### src/rtl/gpio_pkg.sv
package gpio_pkg;
  typedef enum logic [1:0] {
    SEL_DIR  = 2'd0,
    SEL_DATA = 2'd1,
    SEL_PIN  = 2'd2,
    SEL_NONE = 2'd3
  } gpio_sel_e;

  typedef enum logic [1:0] {
    OP_WRITE = 2'd0,
    OP_SET   = 2'd1,
    OP_CLR   = 2'd2,
    OP_NOP   = 2'd3
  } gpio_op_e;
endpackage

### src/rtl/gpio_bitops.sv
// Next-value logic for one control register: full write, single-bit set or clear,
// or (TOGGLE variant) XOR-style update used by writes to the pin-read address.
module gpio_bitops #(
  parameter int W      = 8,
  parameter bit TOGGLE = 1'b0,
  localparam int IW    = (W > 1) ? $clog2(W) : 1
) (
  input  logic              en,
  input  gpio_pkg::gpio_op_e op,
  input  logic [IW-1:0]     idx,
  input  logic [W-1:0]      wdata,
  input  logic [W-1:0]      cur,
  output logic              hit,
  output logic [W-1:0]      nxt
);
  import gpio_pkg::*;

  logic [W-1:0] onehot;
  assign onehot = W'(1) << idx;

  generate
    if (TOGGLE) begin : g_toggle
      always_comb begin
        nxt = cur;
        hit = 1'b0;
        if (en) begin
          unique case (op)
            OP_WRITE: begin nxt = cur ^ wdata;  hit = 1'b1; end
            OP_SET:   begin nxt = cur ^ onehot; hit = 1'b1; end
            default:  begin nxt = cur;          hit = 1'b0; end
          endcase
        end
      end
    end else begin : g_plain
      always_comb begin
        nxt = cur;
        hit = 1'b0;
        if (en) begin
          unique case (op)
            OP_WRITE: begin nxt = wdata;         hit = 1'b1; end
            OP_SET:   begin nxt = cur | onehot;  hit = 1'b1; end
            OP_CLR:   begin nxt = cur & ~onehot; hit = 1'b1; end
            default:  begin nxt = cur;           hit = 1'b0; end
          endcase
        end
      end
    end
  endgenerate
endmodule

### src/rtl/gpio_sync.sv
// Multi-stage synchroniser for asynchronous pad levels. Flops carry no reset
// so they track the pad from the first clock onward.
module gpio_sync #(
  parameter int W      = 8,
  parameter int STAGES = 2
) (
  input  logic         clk,
  input  logic [W-1:0] din,
  output logic [W-1:0] dout
);
  logic [W-1:0] chain [STAGES];

  always_ff @(posedge clk) chain[0] <= din;

  generate
    for (genvar s = 1; s < STAGES; s++) begin : g_stage
      always_ff @(posedge clk) chain[s] <= chain[s-1];
    end
  endgenerate

  assign dout = chain[STAGES-1];
endmodule

### src/rtl/gpio_pad_ctl.sv
// Per-pin pad control decode from the direction and data registers.
module gpio_pad_ctl #(
  parameter int W = 8
) (
  input  logic [W-1:0] dir,
  input  logic [W-1:0] data,
  input  logic         pu_off,
  output logic [W-1:0] oe,
  output logic [W-1:0] drive,
  output logic [W-1:0] pu
);
  generate
    for (genvar i = 0; i < W; i++) begin : g_pin
      assign oe[i]    = dir[i];
      assign drive[i] = dir[i] & data[i];
      assign pu[i]    = ~dir[i] & data[i] & ~pu_off;
    end
  endgenerate
endmodule

### src/rtl/gpio_port_pu.sv
module gpio_port_pu #(
  parameter int W        = 8,
  parameter int SYNC_LEN = 2,
  localparam int IW      = (W > 1) ? $clog2(W) : 1
) (
  input  logic          clk,
  input  logic          rst,
  input  logic          bus_wr,
  input  logic [1:0]    bus_sel,
  input  logic [1:0]    bus_op,
  input  logic [IW-1:0] bus_idx,
  input  logic [W-1:0]  bus_wdata,
  input  logic [1:0]    rd_sel,
  output logic [W-1:0]  rd_data,
  input  logic          pu_off,
  input  logic [W-1:0]  pad_in,
  output logic [W-1:0]  pad_oe,
  output logic [W-1:0]  pad_out,
  output logic [W-1:0]  pad_pu
);
  import gpio_pkg::*;

  gpio_sel_e sel;
  gpio_op_e  op;
  assign sel = gpio_sel_e'(bus_sel);
  assign op  = gpio_op_e'(bus_op);

  logic [W-1:0] dir_q, data_q, pin_q;
  logic [W-1:0] dir_nxt, data_nxt, tog_nxt;
  logic         dir_hit, data_hit, tog_hit;

  gpio_bitops #(.W(W), .TOGGLE(1'b0)) i_dir_ops (
    .en(bus_wr && sel == SEL_DIR), .op(op), .idx(bus_idx), .wdata(bus_wdata),
    .cur(dir_q), .hit(dir_hit), .nxt(dir_nxt)
  );

  gpio_bitops #(.W(W), .TOGGLE(1'b0)) i_data_ops (
    .en(bus_wr && sel == SEL_DATA), .op(op), .idx(bus_idx), .wdata(bus_wdata),
    .cur(data_q), .hit(data_hit), .nxt(data_nxt)
  );

  gpio_bitops #(.W(W), .TOGGLE(1'b1)) i_tog_ops (
    .en(bus_wr && sel == SEL_PIN), .op(op), .idx(bus_idx), .wdata(bus_wdata),
    .cur(data_q), .hit(tog_hit), .nxt(tog_nxt)
  );

  always_ff @(posedge clk) begin
    if (rst) begin
      dir_q  <= '0;
      data_q <= '0;
    end else begin
      if (dir_hit)       dir_q  <= dir_nxt;
      if (data_hit)      data_q <= data_nxt;
      else if (tog_hit)  data_q <= tog_nxt;
    end
  end

  gpio_sync #(.W(W), .STAGES(SYNC_LEN)) i_sync (
    .clk(clk), .din(pad_in), .dout(pin_q)
  );

  always_ff @(posedge clk) begin
    if (rst) begin
      rd_data <= '0;
    end else begin
      unique case (gpio_sel_e'(rd_sel))
        SEL_DIR:  rd_data <= dir_q;
        SEL_DATA: rd_data <= data_q;
        SEL_PIN:  rd_data <= pin_q;
        default:  rd_data <= '0;
      endcase
    end
  end

  gpio_pad_ctl #(.W(W)) i_pads (
    .dir(dir_q), .data(data_q), .pu_off(pu_off),
    .oe(pad_oe), .drive(pad_out), .pu(pad_pu)
  );
endmodule

### config.mk
export PLATFORM = sky130hd
export DESIGN_NAME = gpio_port_pu
export DESIGN_NICKNAME = d
export VERILOG_FILES = /design/src/rtl/gpio_pkg.sv /design/src/rtl/gpio_bitops.sv /design/src/rtl/gpio_sync.sv /design/src/rtl/gpio_pad_ctl.sv /design/src/rtl/gpio_port_pu.sv
export SDC_FILE = /design/constraint.sdc
export NUM_CORES = 1
export LEC_CHECK = 0
export BUFFER_PORTS_ARGS = -buffer_cell sky130_fd_sc_hd__buf_2
export CORE_AREA = 2 2 72 74
export CTS_CLUSTER_SIZE = 8
export DETAILED_ROUTE_END_ITERATION = 12
export DIE_AREA = 0 0 74 76
export GPL_TIMING_DRIVEN = 0
export PLACE_DENSITY = 0.72
export SLEW_MARGIN = 30
export SYNTH_ARGS = -nofsm -noshare
export SYNTH_HDL_FRONTEND = slang
export SYNTH_SLANG_ARGS = --single-unit
### constraint.sdc
create_clock -name clk -period 1.78 [get_ports clk]
set_input_delay 0.356 -clock clk [delete_from_list [all_inputs] [get_ports clk]]
set_output_delay 0.356 -clock clk [all_outputs]
set_load 0.01 [all_outputs]
==> results of run 1 <==
==> sequential cells by signal, summed over array words and instances (netlist names) <==
register	cells
data_q	8
dir_q	8
i_sync.chain	16
rd_data	8
==> layout by cell type (no fill, tap or decap), types with 3 or more instances in the layout <==
cell type   n
buf_2      58
dfxtp_1    40
a21oi_1    19
nor2_1     17
nand2_1    16
nand2b_1   14
mux2i_1    11
and2_1     10
a311oi_1    9
clkbuf_1    8
nor3b_1     8
a21o_1      8
inv_1       7
a211oi_1    7
o211ai_1    5
clkbuf_8    5
nor3_1      4
nand3_1     4
buf_4       3
nand3b_1    3
nand4b_1    3
xnor2_1     3
==> synthesized netlist by cell type, types with 2 or more instances <==
cell       n  area share, %
dfxtp_1   40             38
a21oi_1   19            4.5
nand2_1   17            3.0
nor2_1    17            3.0
nand2b_1  14            4.1
clkbuf_1  12            2.1
mux2i_1   11            5.2
and2_1    10            2.9
a311oi_1   9            3.7
a21o_1     8            2.8
nor3b_1    8            2.8
a211oi_1   7            2.5
inv_1      7            1.2
o211ai_1   5            1.8
buf_2      4           0.94
ha_1       4            2.4
nand3_1    4           0.94
nor3_1     4           0.94
nand3b_1   3            1.1
nand4b_1   3            1.2
xnor2_1    3            1.2
a31oi_1    2           0.59
and3_1     2           0.59
mux2_2     2            1.1
nor2b_1    2           0.59
o21a_1     2           0.71
o21ai_1    2           0.47
or3b_2     2           0.83
==> worst register-to-register path, stage by stage, from the launching register on <==
cell and delay (ps):
dfxtp_1 400, mux2_2 170, a21oi_1 70, a2111oi_2 300
==> layout make-up <==
type / instances / share of cell area [%]
clock inverter: 2 / 0.477
sequential: 40 / 30.5
multi-input combinational: 179 / 47.3
tap: 70 / 3.34
clock buffer: 5 / 2.62
timing repair buffer: 59 / 11.4
buffer: 16 / 3.29
inverter: 7 / 1.00
==> worst max-delay path by stage <==
| stage | startpoint | slack [ps] | depth (start not counted) | to |
|---|---|---|---|---|
| after CTS | bus_op[0] | 20 | 8 | dir_q[7]$_SDFFE_PP0P_ |
| final | bus_op[0] | 50 | 8 | data_q[0]$_SDFFE_PP0P_ |
| after floorplan | bus_op[0] | -50 | 7 | data_q[0]$_SDFFE_PP0P_ |
| after detailed placement | bus_op[0] | -480 | 8 | data_q[0]$_SDFFE_PP0P_ |
| after global placement | bus_op[0] | -470 | 8 | data_q[0]$_SDFFE_PP0P_ |
| after global routing | bus_op[0] | -20 | 7 | data_q[0]$_SDFFE_PP0P_ |
==> power by group <==
group | switching, mW | leakage, nW | internal [mW]
sequential | 0.0274 | 0.330 | 0.936
combinational | 0.196 | 0.787 | 0.145
clock | 0.313 | 0.0400 | 0.265
total | 0.536 | 1.16 | 1.35
==> routing by layer <==
| layer | track usage [%] | vias up | wire (um) |
|---|---|---|---|
| li1 | - | 1012 | - |
| met1 | 27.0 | 971 | 2590 |
| met2 | 34.1 | 63 | 2790 |
| met3 | 3.70 | 8 | 278 |
| met4 | 7.27 | 0 | 59 |
| met5 | 0 | - | 0 |
==> metrics by stage <==
| step | setup WS, ps | TNS, ps |
|---|---|---|
| global route | -22.1 | -26.8 |
| finish | 49.9 | 0 |
| CTS | 23.3 | 0 |
| global placement | -475 | -4260 |
| detailed placement | -475 | -4680 |
| floorplan | -45.2 | -45.2 |
==> timing repair <==
item	in CTS	in global routing
resized for setup	6	6
pin swaps	0	1
gates cloned	0	0
setup endpoints to repair	6	8
setup buffers	0	2
==> kinds of logic (layout without fill, tap and decap cells) <==
| group | count (synthesis) | in the layout | share of synthesized area (%) |
|---|---|---|---|
| AOI/OAI and AO/OA | 64 | 64 | 21.6 |
| xor gates and xnor gates | 3 | 3 | 1.24 |
| adders and majority gates | 4 | 4 | 2.36 |
| buffers and inverters | 25 | 89 | 5.01 |
| DFF | 40 | 40 | 37.7 |
| muxes | 13 | 13 | 6.25 |
| and+or+nand+nor | 95 | 95 | 25.8 |
==> results.cfg, run 1 <==
[setup_path]
worstReg2RegEnd = data_q[4]$_SDFFE_PP0P_
crit_chain = buf_2 -> ha_4 -> or3b_1 -> buf_6 -> or2_0 -> buf_2 -> o21a_1 -> o31a_1
cp_max_fo = 7
cp_top_family = simple AND/OR/NAND/NOR gates
ff2ff_path_depth = 3
crit_path_top_delay_cell = or3b_1
crit_buf_inv = 3
critPathKind = primary input to flip-flop
rr_startpoint = data_q[4]$_SDFFE_PP0P_
cp-end-kind = flip-flop
path_common_cell = buf_2
ff2ff_setup_slack_ps = 730
cpPeakStageDelay_ps = 380
arrival_ps = 1910
startpoint_type = primary input
worstPathRequired_ps = 1960

[power_and_ir_drop]
power.density_nw_per_um2 = 717
p_leak_nw = 1.16
ir_drop_uv = 346
total_power_mw = 1.88

[drt]
wirelength_um = 5720
wl_per_cell_um = 15.1
route.detailed.drc = 0
final_antenna_net_count = 0
dr_total_vias = 2054
drtIter0Drc = 132
viasPerCell = 5.43
firstDrtPassIters = 4

[final_layout]
seq_area_um2 = 801
antennaDiodeCount = 0
syn_to_final_growth_pct = 23.7
utilization_pct = 53.4
design_area_um2 = 2630
multi_input_area_um2 = 1240
final_nets = 341
fillers = 462
drive_above_1_share_pct = 28.2
fin_cells = 378

[placed_design]
io_buffers = 57
dp_hpwl_um = 4110
placed_cells = 371
place_congestion = 0.875
placed_area_um2 = 2510

[timing]
slew_headroom_pct = 56.5
rsz0062_at_grt = true
timing.final.hold_violations = 0
skew_ps = 7.76
fin_hold_ws_ps = 159
clock.fmax_mhz = 578
slew_viol_final = 0
finalCritPeriodShare_pct = 97.2
worstMarginPinSlew_ps = 652
setup_viol = 0
fin_crit_ps = 1730

[min_path]
hp-start = pad_in[3]
hold_depth = 1
min_path_type = primary input to flip-flop
whs_endpoint = i_sync.chain[0][3]$_DFF_P_

[clock_tree]
insertion_delay_ps = 290
cts_root_buf = clkbuf_8
clk_pin_slew_ps = 80
tritoncts = done
htreeDepth = 2
cts_num_sinks = 40
cts_made_buffers = 5
ctsLongestPathBuffers = 2
cts_hold_buf = 0

[floorplanning]
core.rowCount = 26
ios = 61
die_area_um2 = 5620
fp.dieW_um = 74
core_area_um2 = 4910
die_h_um = 76
initial_core_util_pct = 43.2

[synth]
synth_fp_nets = 277
seq_area_frac_synth_pct = 37.7
synthDistinctLibCells = 49
syn_area_per_cell_um2 = 8.70
syn_inst = 244
yosys_register_bits = 40
synthArstFlopShare_pct = 0
synth_area_um2 = 2120
synth_edf_count = 0
ys_warn_count = 0
ys.flop_type = dfxtp_1

[global_routing]
grt_pass1_vias = 1880
grt_usage_pct = 20.8
grt_pass1_wl_um = 9100
grt-ovfl-total = 0
grt_max_degree = 13
antenna_found_initial = 0

[job]
drv_cap = 0

[outcome]
status = finished, final reports clean
No activity file was read; power rests on OpenSTA's default activity.
==> run 2: changes to the inputs <==
PLACE_DENSITY = unset   (was 0.72)
PLACE_DENSITY_LB_ADDON = 0.2   (was unset)
==> run 2 against run 1 <==
Net effect: via count down 1.3%; combinational power about the same; register-to-register slack about the same; critical path type unchanged; global-route usage up 0.90 points; maximum frequency down 0.91%; largest power group unchanged; die area unchanged; non-clock buffer count down 2; core utilization up 0.61 points; clock power up 24%; total power up 7.5%.
==> results.cfg, run 2 (synthesized netlist as in run 1, its figures left out) <==
[placed_design]
dp_slack_ps = -534
place_congestion = 0.881
io_buffers = 57
placed_area_um2 = 2510
dp_hpwl_um = 4060

[final_layout]
seq_area_um2 = 801
utilization_pct = 54.0
largest_register_ffs = 16
fillers = 492
regMostFlops = i_sync.chain
layout_common_cells = buf_2, dfxtp_1, a21oi_1
drive_above_1_share_pct = 27.7
syn_to_final_growth_pct = 25.1
design_area_um2 = 2660
layout_commonest_cell = buf_2
multi_input_area_um2 = 1260
antennaDiodeCount = 0
final_nets = 339

[setup_path]
cpPeakStageDelay_ps = 390
crit_path_start = bus_op[0]
cp_top_family = simple AND/OR/NAND/NOR gates
crit_chain = buf_2 -> ha_4 -> or3b_1 -> buf_6 -> or2_0 -> buf_2 -> o21a_1 -> o31a_1
path_common_cell = buf_2
ff2ff_path_depth = 3
ff2ff_setup_slack_ps = 740
rr_startpoint = data_q[4]$_SDFFE_PP0P_
startpoint_type = primary input
critPathKind = primary input to flip-flop
arrival_ps = 1930
worstPathRequired_ps = 1970
cp_max_fo = 7
crit_path_top_delay_cell = or3b_1
crit_buf_inv = 3
cp-end-kind = flip-flop
worstReg2RegEnd = data_q[4]$_SDFFE_PP0P_

[drt]
wirelength_um = 5620
wl_per_cell_um = 14.9
viasPerCell = 5.38
firstDrtPassIters = 4
route.detailed.drc = 0
drtIter0Drc = 93
dr_total_vias = 2028
final_antenna_net_count = 0

[clock_tree]
cts_made_buffers = 5
cts_root_buf = clkbuf_8
insertion_delay_ps = 290
cts_num_sinks = 40
ctsLongestPathBuffers = 2
post_cts_buffers = 0
htreeDepth = 2
tritoncts = done
clk_pin_slew_ps = 80

[timing]
fin_crit_ps = 1750
worst_slack_ps = 34.0
slew_headroom_pct = 55.5
timing.final.hold_violations = 0
timing.setup.tns_ps = 0
skew_ps = 5.10
slew_viol_final = 0
finalCritPeriodShare_pct = 98.1
clock.fmax_mhz = 573
worstMarginPinSlew_ps = 668
setup_viol = 0

[min_path]
hp-start = pad_in[4]
min_path_type = primary input to flip-flop
whs_endpoint = i_sync.chain[0][4]$_DFF_P_
hold_depth = 1

[power_and_ir_drop]
p_clk_share_pct = 35.5
switching_share_pct = 26.0
combPwrFrac_pct = 16.9
p_switching_mw = 0.526
p_int_mw = 1.50
p_leak_nw = 1.16
p_seq_share_pct = 47.6
ir_drop_uv = 396
total_power_mw = 2.03
power.density_nw_per_um2 = 763

[global_routing]
top_usage_layer = met2
grt_use_met3_pct = 5.42
grt_max_degree = 13
grt_pass1_vias = 1938
use_met2_pct = 34.2
grt_pass1_wl_um = 9510
grt-ovfl-total = 0
grt_usage_pct = 21.7
antenna_found_initial = 0
grt_use_met1_pct = 29.5

[floorplanning]
die_area_um2 = 5620
core_area_um2 = 4910
initial_core_util_pct = 43.2
die_h_um = 76
fp.dieW_um = 74
core.rowCount = 26
ios = 61

[outcome]
status = finished, final reports clean

[job]
drv_cap = 0
==> run 2: cell type report <==
class                   count  area share, %
multi-input cells         179           47.5
flip-flops and latches     40           30.2
repair buffers             57           10.7
well taps                  70           3.30
plain buffers              16           3.25
clock buffers               6           2.73
clock inverters             2           1.32
inverters                   7          0.990
==> run 2: stage by stage <==
step	std cells	hold slack (ps)
after global routing	377	139
after floorplan	244	310
after CTS	378	155
after detailed placement	371	312
after global placement	371	311
final	377	164
==> run 2: power by group through the flow <==
stage	clock, mW	combinational (mW)	sequential [mW]
finish	0.719	0.341	0.964
global route	0.786	0.380	0.970
CTS	0.742	0.329	0.964
detailed placement	0	0.325	0.985
global placement	0	0.322	0.984
floorplan	0	0.210	0.982
==> run 2: worst max path at each step <==
stage	to	cells after the start	slack, ps
floorplan	data_q[0]$_SDFFE_PP0P_	7	-50
global placement	data_q[0]$_SDFFE_PP0P_	8	-560
detailed placement	data_q[0]$_SDFFE_PP0P_	8	-530
CTS	data_q[4]$_SDFFE_PP0P_	8	-50
global route	data_q[6]$_SDFFE_PP0P_	9	-1
finish	data_q[0]$_SDFFE_PP0P_	8	30
==> run 2: metal layers <==
| layer | up-vias | share of wire [%] |
|---|---|---|
| met5 | - | 0 |
| met4 | 0 | 0.85 |
| met3 | 6 | 6.5 |
| met2 | 79 | 47 |
| met1 | 928 | 45 |
| li1 | 1015 | - |
==> run 2: timing repair <==
action | CTS | global route
setup endpoints to repair | 10 | 6
hold buffers | 0 | 0
resized for setup | 3 | 12
